**config.mk**
```make
export PLATFORM = sky130hd
export DESIGN_NAME = cmd_reg_port
export DESIGN_NICKNAME = d
export VERILOG_FILES = /design/src/rtl/cmd_reg_port.sv
export SDC_FILE = /design/constraint.sdc
export NUM_CORES = 2
export LEC_CHECK = 0
export BUFFER_PORTS_ARGS = -buffer_cell sky130_fd_sc_hd__clkbuf_2
export CORE_UTILIZATION = 35
export DETAILED_ROUTE_END_ITERATION = 10
export PLACE_DENSITY_LB_ADDON = 0.2
export SKIP_LAST_GASP = 1
export SYNTH_ARGS = -nofsm -noshare
export SYNTH_HDL_FRONTEND = slang
export SYNTH_SLANG_ARGS = --single-unit
```
**constraint.sdc**
```tcl
create_clock -name clk -period 3.9 [get_ports clk]
set_input_delay 0.39 -clock clk [delete_from_list [all_inputs] [get_ports clk]]
set_output_delay 0.39 -clock clk [all_outputs]
set_load 0.05 [all_outputs]
```
**src/rtl/cmd_reg_port.sv**
```systemverilog
module cmd_reg_port #(
  parameter int         NUM16     = 16,
  parameter int         NUM32     = 4,
  parameter int         BUF_WORDS = 64,
  parameter logic [7:0] REV       = 8'h02
) (
  input  logic        clk,
  input  logic        rst_n,
  input  logic        cs,
  input  logic        addr,
  input  logic        wr_en,
  input  logic        rd_en,
  input  logic [15:0] wdata,
  output logic [15:0] rdata
);

  localparam int I16W = (NUM16 > 1) ? $clog2(NUM16) : 1;
  localparam int I32W = (NUM32 > 1) ? $clog2(NUM32) : 1;
  localparam int BAW  = (BUF_WORDS > 1) ? $clog2(BUF_WORDS) : 1;
  localparam logic [6:0]  R32_BASE = 7'h10;
  localparam logic [6:0]  CNT_IDX  = 7'h22;
  localparam logic [6:0]  ID_IDX   = 7'h27;
  localparam logic [6:0]  SRST_IDX = 7'h29;
  localparam logic [6:0]  BUFA_IDX = 7'h40;
  localparam logic [6:0]  BUFB_IDX = 7'h41;
  localparam logic [15:0] SRST_KEY = 16'h00F6;
  localparam logic [15:0] BUF_CAP  = 16'(BUF_WORDS);
  localparam logic [15:0] ID_WORD  = {8'h61, REV};

  typedef enum logic [2:0] {K_NONE, K_R16, K_R32, K_CNT, K_ID, K_SRST, K_BUF} kind_t;

  function automatic kind_t decode(input logic [6:0] i);
    if (int'(i) < NUM16)                                         return K_R16;
    if (i >= R32_BASE && int'(i) < int'(R32_BASE) + NUM32)       return K_R32;
    if (i == CNT_IDX)                                            return K_CNT;
    if (i == ID_IDX)                                             return K_ID;
    if (i == SRST_IDX)                                           return K_SRST;
    if (i == BUFA_IDX || i == BUFB_IDX)                          return K_BUF;
    return K_NONE;
  endfunction

  logic        cmd_ok, cmd_dir;
  logic [6:0]  cmd_idx;
  kind_t       cmd_kind;
  logic [15:0] need, phase, lo_stage, xfer_cnt;
  logic [15:0] r16 [NUM16];
  logic [31:0] r32 [NUM32];
  logic [15:0] bmem [2][BUF_WORDS];

  wire cmd_stb = cs & addr & wr_en;
  wire data_wr = cs & ~addr & wr_en;
  wire data_rd = cs & ~addr & rd_en & ~wr_en;
  wire take    = cmd_ok & ((data_wr & cmd_dir) | (data_rd & ~cmd_dir));
  wire wtake   = take & cmd_dir;
  wire last    = (phase == need - 16'd1);
  wire srst_hit = wtake && cmd_kind == K_SRST && wdata == SRST_KEY;

  kind_t       new_kind;
  logic [16:0] words_raw;
  logic [15:0] words, need_new;

  always_comb begin
    new_kind  = decode(wdata[6:0]);
    words_raw = ({1'b0, xfer_cnt} + 17'd1) >> 1;
    words     = (words_raw > {1'b0, BUF_CAP}) ? BUF_CAP : words_raw[15:0];
    case (new_kind)
      K_R16, K_CNT, K_ID, K_SRST: need_new = 16'd1;
      K_R32:                      need_new = 16'd2;
      K_BUF:                      need_new = words;
      default:                    need_new = 16'd0;
    endcase
  end

  always_ff @(posedge clk or negedge rst_n) begin
    if (!rst_n) begin
      cmd_ok   <= 1'b0;
      cmd_dir  <= 1'b0;
      cmd_idx  <= '0;
      cmd_kind <= K_NONE;
      need     <= '0;
      phase    <= '0;
    end else if (cmd_stb) begin
      cmd_ok   <= (need_new != 16'd0);
      cmd_dir  <= wdata[7];
      cmd_idx  <= wdata[6:0];
      cmd_kind <= new_kind;
      need     <= need_new;
      phase    <= '0;
    end else if (take) begin
      phase <= phase + 16'd1;
      if (last) cmd_ok <= 1'b0;
    end
  end

  always_ff @(posedge clk or negedge rst_n) begin
    if (!rst_n) begin
      for (int i = 0; i < NUM16; i++) r16[i] <= '0;
      for (int i = 0; i < NUM32; i++) r32[i] <= '0;
      xfer_cnt <= '0;
      lo_stage <= '0;
    end else if (srst_hit) begin
      for (int i = 0; i < NUM16; i++) r16[i] <= '0;
      for (int i = 0; i < NUM32; i++) r32[i] <= '0;
      xfer_cnt <= '0;
      lo_stage <= '0;
    end else if (wtake) begin
      case (cmd_kind)
        K_R16: r16[cmd_idx[I16W-1:0]] <= wdata;
        K_R32: begin
          if (phase[0] == 1'b0) lo_stage <= wdata;
          else                  r32[cmd_idx[I32W-1:0]] <= {wdata, lo_stage};
        end
        K_CNT:   xfer_cnt <= wdata;
        default: ;
      endcase
    end
  end

  always_ff @(posedge clk) begin
    if (wtake && cmd_kind == K_BUF)
      bmem[cmd_idx[0]][phase[BAW-1:0]] <= wdata;
  end

  always_comb begin
    rdata = '0;
    if (take && !cmd_dir) begin
      case (cmd_kind)
        K_R16:   rdata = r16[cmd_idx[I16W-1:0]];
        K_R32:   rdata = phase[0] ? r32[cmd_idx[I32W-1:0]][31:16]
                                  : r32[cmd_idx[I32W-1:0]][15:0];
        K_CNT:   rdata = xfer_cnt;
        K_ID:    rdata = ID_WORD;
        K_BUF:   rdata = bmem[cmd_idx[0]][phase[BAW-1:0]];
        default: rdata = '0;
      endcase
    end
  end

  a_r9_cmd_restart: assert property (@(posedge clk) disable iff (!rst_n)
    cmd_stb |=> (phase == 16'd0));

  a_r8_phase_in_range: assert property (@(posedge clk) disable iff (!rst_n)
    cmd_ok |-> (phase < need));

  a_r8_retire: assert property (@(posedge clk) disable iff (!rst_n)
    (take && last) |=> !cmd_ok);

  a_r7_buf_bound: assert property (@(posedge clk) disable iff (!rst_n)
    (cmd_ok && cmd_kind == K_BUF) |-> (need <= BUF_CAP && need != 16'd0));

  a_r5_srst_clears: assert property (@(posedge clk) disable iff (!rst_n)
    srst_hit |=> (xfer_cnt == 16'd0));

  a_r6_cnt_hold: assert property (@(posedge clk) disable iff (!rst_n)
    (!(wtake && cmd_kind == K_CNT) && !srst_hit) |=> $stable(xfer_cnt));

  a_r10_dir_mismatch: assert property (@(posedge clk) disable iff (!rst_n)
    (cmd_ok && ((data_wr && !cmd_dir) || (data_rd && cmd_dir))) |=> $stable(phase));

  a_r11_cs_low: assert property (@(posedge clk) disable iff (!rst_n)
    !cs |=> ($stable(phase) && $stable(cmd_ok)));

endmodule

```
# == Yosys cells after proc, flatten, opt, wreduce, memory -nomap -nowiden ==
# Memory sizes are Yosys's and may differ from the RTL's.
# Cells that the tools add are included.
# totals
regBits,457
latch_bits,0
mem_bits_rw,2048
romBits,0
out_inout_bits,16
word_cells,180
memories,1
# classes
addsub,3
mul,0
div_mod_pow,0
n_lt_le_gt_ge,10
eq_ne,20
n_shift,0
n_mux,77
bitwise,17
n_reduce_logical,24
# mem_list
name,words,width,read_ports,rd_ports_with_merged_regs,write_ports,line,rtl
bmem,2,1024,1,0,1,48,logic [15:0] bmem [2][BUF_WORDS];
# ops
op,count
1024-bit 2-to-1 mux,1
256-bit 2-to-1 mux,3
128-bit 2-to-1 mux,4
16-bit 2-to-1 mux,18
256-bit bitwise mux,1
128-bit bitwise mux,1
16-bit binary-select mux with 6-bit select,1
16-bit demux with 6-bit select,1
32-bit 2-to-1 mux,3
16-bit case mux with 5 select lines,1
16-bit binary-select mux with 4-bit select,1
32-bit binary-select mux with 2-bit select,1
16-bit demux with 4-bit select,1
32-bit demux with 2-bit select,1
16-bit case mux with 3 select lines,1
3-bit 2-to-1 mux,13
1-bit 2-to-1 mux,25
7-bit by 6-bit == test with 1-bit output (second input constant),3
3-bit == test (second input constant),6
16-bit by 1-bit adder with 17-bit output (second input constant),1
16-bit by 1-bit adder with 16-bit output (second input constant),1
16-bit == test,1
16-bit by 8-bit == test with 1-bit output (second input constant),1
16-bit by 7-bit greater-than comparator with 1-bit output (second input constant),1
27 further kinds,60

# == Longest topological paths before layout ==
# logic_depth
depth_word,29
mapped_depth,12
depth_no_buf,9

# == Worst setup path after synthesis ==
# Ideal clock, no wire load.
# synth_timing
kind,register to output
start,register cmd_idx[0]
end,output port rdata[1]
t_arrival_ns,3.209
required_ns,3.510
setup_slack_ns,0.301
path_stages_with_launch,11
n_path_buf,4
path_cell_list,dfrtp_1 buf_4 buf_2 buf_2 nor2b_1 clkbuf_1 a221oi_1 o21ai_0 a211oi_1 o31ai_1 a211oi_1
# synth_via
elab_chain_len,7
word_cells_on_any_way,15
classes_between,mux: 12; bitwise: 2; memory: 1
# synth_rtl
element,line,rtl
from (decl),43,logic [6:0] cmd_idx;
from (signal assigned),85,cmd_idx <= wdata[6:0];
branches (longest 5 deep; another with memory 2 x 1024 bit),-,
16-bit case mux with 5 select lines (*),127,case (cmd_kind)
16-bit 2-to-1 mux (*),126,if (take && !cmd_dir) begin
to (decl),14,output logic [15:0] rdata
# Every way passes the cells marked *. The select of a mux whose other input is x is not followed.

# == Worst setup path after layout ==
# layout_timing
start,register cmd_idx[0]
end,output port rdata[13]
# The elaborated chain is that of the path after synthesis.

==> PnR_summary.wiki <==
{| class="wikitable"
! Metric !! Value
|-
| Post-DRT Antenna Nets || 0
|-
| I/O pin count || 38
|-
| Clock tree from TritonCTS || yes
|-
| Bufs on Longest Clock Path || 4
|-
| Rel. slew slack || 0.183
|-
| Worst skew pair latency || slightly below 0.9 ns
|-
| Number of cells on the worst hold path || 2
|-
| Portion of the clock cycle consumed by the worst path in the final layout || 1.19
|-
| Final routed DRC violation total || 0
|-
| DR pass1 iterations || 5
|-
| Min cycle time layout || around 4.6 ns
|-
| Ys flop type || sky130_fd_sc_hd__edfxtp_1
|-
| Number of DRC markers after the initial detailed-route iteration || 7254
|-
| Post-place instance area || roughly 110000 um^2
|-
| Number of nets in the synthesized netlist || approximately 5800
|-
| Fraction of final layout cells sized beyond drive strength 1 || 0.312
|-
| Number of vias in the routed layout || 59100
|-
| Final Routed Wirelength || around 330000 um
|-
| Mux contribution to synthesized area || 0.152
|-
| Maximum number of pins on one net before global-route repair || 140
|-
| Die H || roughly 540 um
|-
| Routability Congestion || about 0.89
|-
| R2R depth || 7
|-
| Final Slew Violations || 0
|-
| Post-route setup slack || -0.734 ns
|-
| Total number of clock tree sinks || about 2500
|-
| TritonCTS Buffers || 280
|-
| Violations in the final reports || negative setup slack
|-
| Routed via count divided by cell count || roughly 5.6
|-
| Setup crit end kind || output pin
|-
| Count of mapped cells out of synthesis || a little under 6000
|-
| Clock slew at reported path FFs || around 0.06 ns
|-
| Run status || finished, violations left
|-
| RSZ-0062 raised after global routing || yes
|-
| Parity-gate share of the synthesized area counting xor and xnor cells || 0.00373
|-
| IO Port Bufs || 37
|-
| Initial cell density of the core || 0.353
|-
| Aggregate global-route resource usage || 0.224
|-
| Yosys Warn Count || 0
|-
| Synthesized area || roughly 100000 um^2
|-
| Final net count || around 6600
|-
| Number of failing setup endpoints in the final timing report || 16
|-
| Post-synthesis async set-or-reset flop share || 0.182
|-
| Total of flip-flops plus latches after synthesis || 2505
|-
| Mapped Avg Cell Area || roughly 17 um^2
|-
| Core area || approximately 290000 um^2
|-
| Count of flip-flops with a built-in enable after synthesis || ~2000
|-
| Die outline area || 290000 um^2
|-
| Synth cell types || 73
|-
| Data arrival time of the worst path || 4.24 ns
|-
| Actual slew at the worst max-slew pin || 1.23 ns
|-
| H-tree lvl count || 5
|-
| Highest clock rate || between 200 and 250 MHz
|-
| Worst vdd ir || around 0.00037 V
|-
| Final standard cell utilization of the core || 0.429
|-
| Post-synthesis adder-cell area fraction || 0.000372
|-
| Setup crit start kind || register
|-
| Site Rows || around 200
|-
| Number of antenna violations at the first check in global routing || 17
|-
| Number of hold violations in the final report || 0
|-
| Final hold slack || ~0.066 ns
|-
| Startpoint-to-endpoint class of the critical path || register to output pin
|-
| Sequential cell area fraction in the yosys report || 0.723
|-
| Synth Area in Compound Gates || 0.0440
|-
| Chip width || between 500 and 600 um
|-
| Area added between synthesis and finish || 21.5%
|-
| Global route total overflow || 0
|-
| Required time at the worst-slack endpoint || roughly 3.5 ns
|-
| Cell Pwr Density || 521 nW/um^2
|-
| Simple logic cell fraction of the synthesized area || 0.0603
|-
| Average wire per standard cell || roughly 31 um
|-
| Half-perimeter wire length after detailed placement || 209000 um
|-
| CTS root buf || sky130_fd_sc_hd__clkbuf_16
|-
| Total leakage power || about 42 nW
|-
| Main combinational cell family by area after synthesis || multiplexers
|-
| Top fanout value on the critical path || 8
|-
| Max-capacitance violation count || 0
|-
| Final clock skew || 0.0874 ns
|-
| Number of global-route vias before repair || between 50000 and 60000
|-
| First-pass GRT wire length || roughly 470000 um
|-
| Final Cell Area || between 100000 and 150000 um^2
|-
| Tightest Hold Check Type || primary input to register
|}
cells in the final DEF (no fill, tap or decap), drive strengths merged, types with 103 or more instances in the layout:
cell type and count:
a21oi 221, a22oi 113, buf 789, clkbuf 387, dfrtp 457, edfxtp 2048
mux2i 152, mux4 587, nand2 782, nand3 200, nor2 226, o21ai 103
area by class of cell:
type,count,area [um^2]
sequential,2505,73000
clock inverter,115,908
fill,25100,163000
antenna,2,5.00
timing repair buffer,818,8540
tap,3762,4710
clock buffer,375,7560
inverter,7,30.0
multi-input combinational,2917,27900
final timing paths:
path / slack, ns / end / startpoint
max in group asynchronous: 2.77 / r32[51]$_DFFE_PN0P_ / rst_n
min: 0.07 / bmem[0][483]$_DFFE_PP_ / wdata[3]
min reg2reg: 0.48 / r16[1]$_DFFE_PN0P_ / r16[1]$_DFFE_PN0P_
max reg2reg: 0.44 / bmem[0][928]$_DFFE_PP_ / cmd_kind[0]$_DFFE_PN0P_
max: -0.73 / rdata[13] / cmd_idx[0]$_DFFE_PN0P_
min in group asynchronous: 0.11 / r16[186]$_DFFE_PN0P_ / rst_n
repair_timing:
action                                  4_1_cts  5_1_grt
gates cloned                                  6        2
buffers inserted                             59       66
endpoints found under the setup margin       16       16
hold endpoints to repair                    208        0
pin swaps                                    56       68
hold buffers                                 14        0
gates resized for setup                     306      141
power breakdown:
part / internal, mW / switching (mW)
logic: 4.42 / 5.35
registers: 29.0 / 0.112
clock network: 14.1 / 10.8
total: 47.6 / 16.2
kinds of logic after synthesis:
family | Yosys count
buffers and inverters | 402
AND/OR/NAND/NOR | 1405
multiplexers | 788
AO/OA/AOI/OAI | 678
XOR/XNOR | 43
flip-flops | 2505
adder cells (fa/ha/maj) | 3
cell usage after synthesis (4+ instances only):
master	instances	area, um^2
sky130_fd_sc_hd__nand4_1	22	138
sky130_fd_sc_hd__mux4_2	587	13200
sky130_fd_sc_hd__mux2i_1	152	1520
sky130_fd_sc_hd__nor3_1	27	135
sky130_fd_sc_hd__a22oi_1	113	848
sky130_fd_sc_hd__nor2b_1	21	131
sky130_fd_sc_hd__o32ai_1	7	61.3
sky130_fd_sc_hd__nand2b_1	23	144
sky130_fd_sc_hd__nand3_1	200	1000
sky130_fd_sc_hd__o31ai_1	8	60.1
sky130_fd_sc_hd__or3b_2	4	35.0
sky130_fd_sc_hd__nand3b_1	10	75.1
sky130_fd_sc_hd__a21oi_1	221	1110
sky130_fd_sc_hd__clkbuf_1	249	935
sky130_fd_sc_hd__o22ai_1	23	144
sky130_fd_sc_hd__dfrtp_1	457	11400
sky130_fd_sc_hd__a211oi_1	21	158
sky130_fd_sc_hd__a32oi_1	4	35.0
sky130_fd_sc_hd__nand2_1	782	2940
sky130_fd_sc_hd__a31oi_1	21	131
sky130_fd_sc_hd__and4_1	6	52.6
sky130_fd_sc_hd__buf_4	15	113
sky130_fd_sc_hd__a2111oi_0	6	52.6
sky130_fd_sc_hd__nor3b_1	5	37.5
sky130_fd_sc_hd__or2_2	11	68.8
sky130_fd_sc_hd__or4_1	4	30.0
sky130_fd_sc_hd__and2_1	16	100
sky130_fd_sc_hd__a32o_1	6	60.1
sky130_fd_sc_hd__inv_1	7	26.3
sky130_fd_sc_hd__nor2_1	226	848
sky130_fd_sc_hd__buf_2	84	420
sky130_fd_sc_hd__o211ai_1	4	30.0
sky130_fd_sc_hd__edfxtp_1	2048	61500
sky130_fd_sc_hd__nor4_1	18	113
sky130_fd_sc_hd__or3_1	4	25.0
sky130_fd_sc_hd__o21ai_0	101	505
sky130_fd_sc_hd__a221oi_1	27	236
sky130_fd_sc_hd__and3_1	13	81.3
sky130_fd_sc_hd__mux2_2	49	552
sky130_fd_sc_hd__buf_1	44	165
sky130_fd_sc_hd__o221ai_1	11	96.3
sky130_fd_sc_hd__xnor2_1	22	193
sky130_fd_sc_hd__a22o_1	71	622
sky130_fd_sc_hd__xor2_1	21	184
layer usage:
metal / wire length, um / up-vias / part of all wire / GRT usage
met5: 13 / - / 0.000040 / 0
met4: 9130 / 2 / 0.028 / 0.0610
met3: 25000 / 452 / 0.076 / 0.0391
met2: 155000 / 2399 / 0.47 / 0.355
met1: 140000 / 31800 / 0.43 / 0.319
li1: - / 24400 / - / -
sequential cells by signal, summed over array words and instances, names as in the netlist:
| name | flops |
|---|---|
| cmd_ok | 1 |
| xfer_cnt | 16 |
| cmd_kind | 3 |
| bmem | 2048 |
| r16 | 256 |
| r32 | 128 |
| lo_stage | 16 |
| phase | 16 |
| cmd_dir | 1 |
| cmd_idx | 4 |
| need | 16 |
critical path, cell delays in order (launching register included):
cell,delay (ns)
sky130_fd_sc_hd__dfrtp_4,0.46
sky130_fd_sc_hd__buf_12,0.19
sky130_fd_sc_hd__buf_12,0.18
sky130_fd_sc_hd__buf_12,0.14
sky130_fd_sc_hd__buf_8,0.12
sky130_fd_sc_hd__mux4_2,0.50
sky130_fd_sc_hd__mux2i_2,0.23
sky130_fd_sc_hd__mux2i_1,0.13
sky130_fd_sc_hd__a31oi_1,0.21
sky130_fd_sc_hd__buf_4,0.20
sky130_fd_sc_hd__nand4_1,0.30
sky130_fd_sc_hd__buf_6,0.25
sky130_fd_sc_hd__a21oi_4,0.17
sky130_fd_sc_hd__nor2_2,0.07
sky130_fd_sc_hd__buf_8,0.16
metrics by stage:
step	TNS (ns)	power (mW)	std cells	setup slack [ns]
floorplan	0	34.1	5824	0.301
global placement	-9.44	38.2	9874	-1.27
detailed placement	-9.43	38.2	9875	-1.28
CTS	-10.94	63.9	10400	-0.760
global route	-11.06	65.6	10500	-0.800
finish	-10.22	63.8	10500	-0.734
Note: power is estimated with default switching activity, not from simulation.
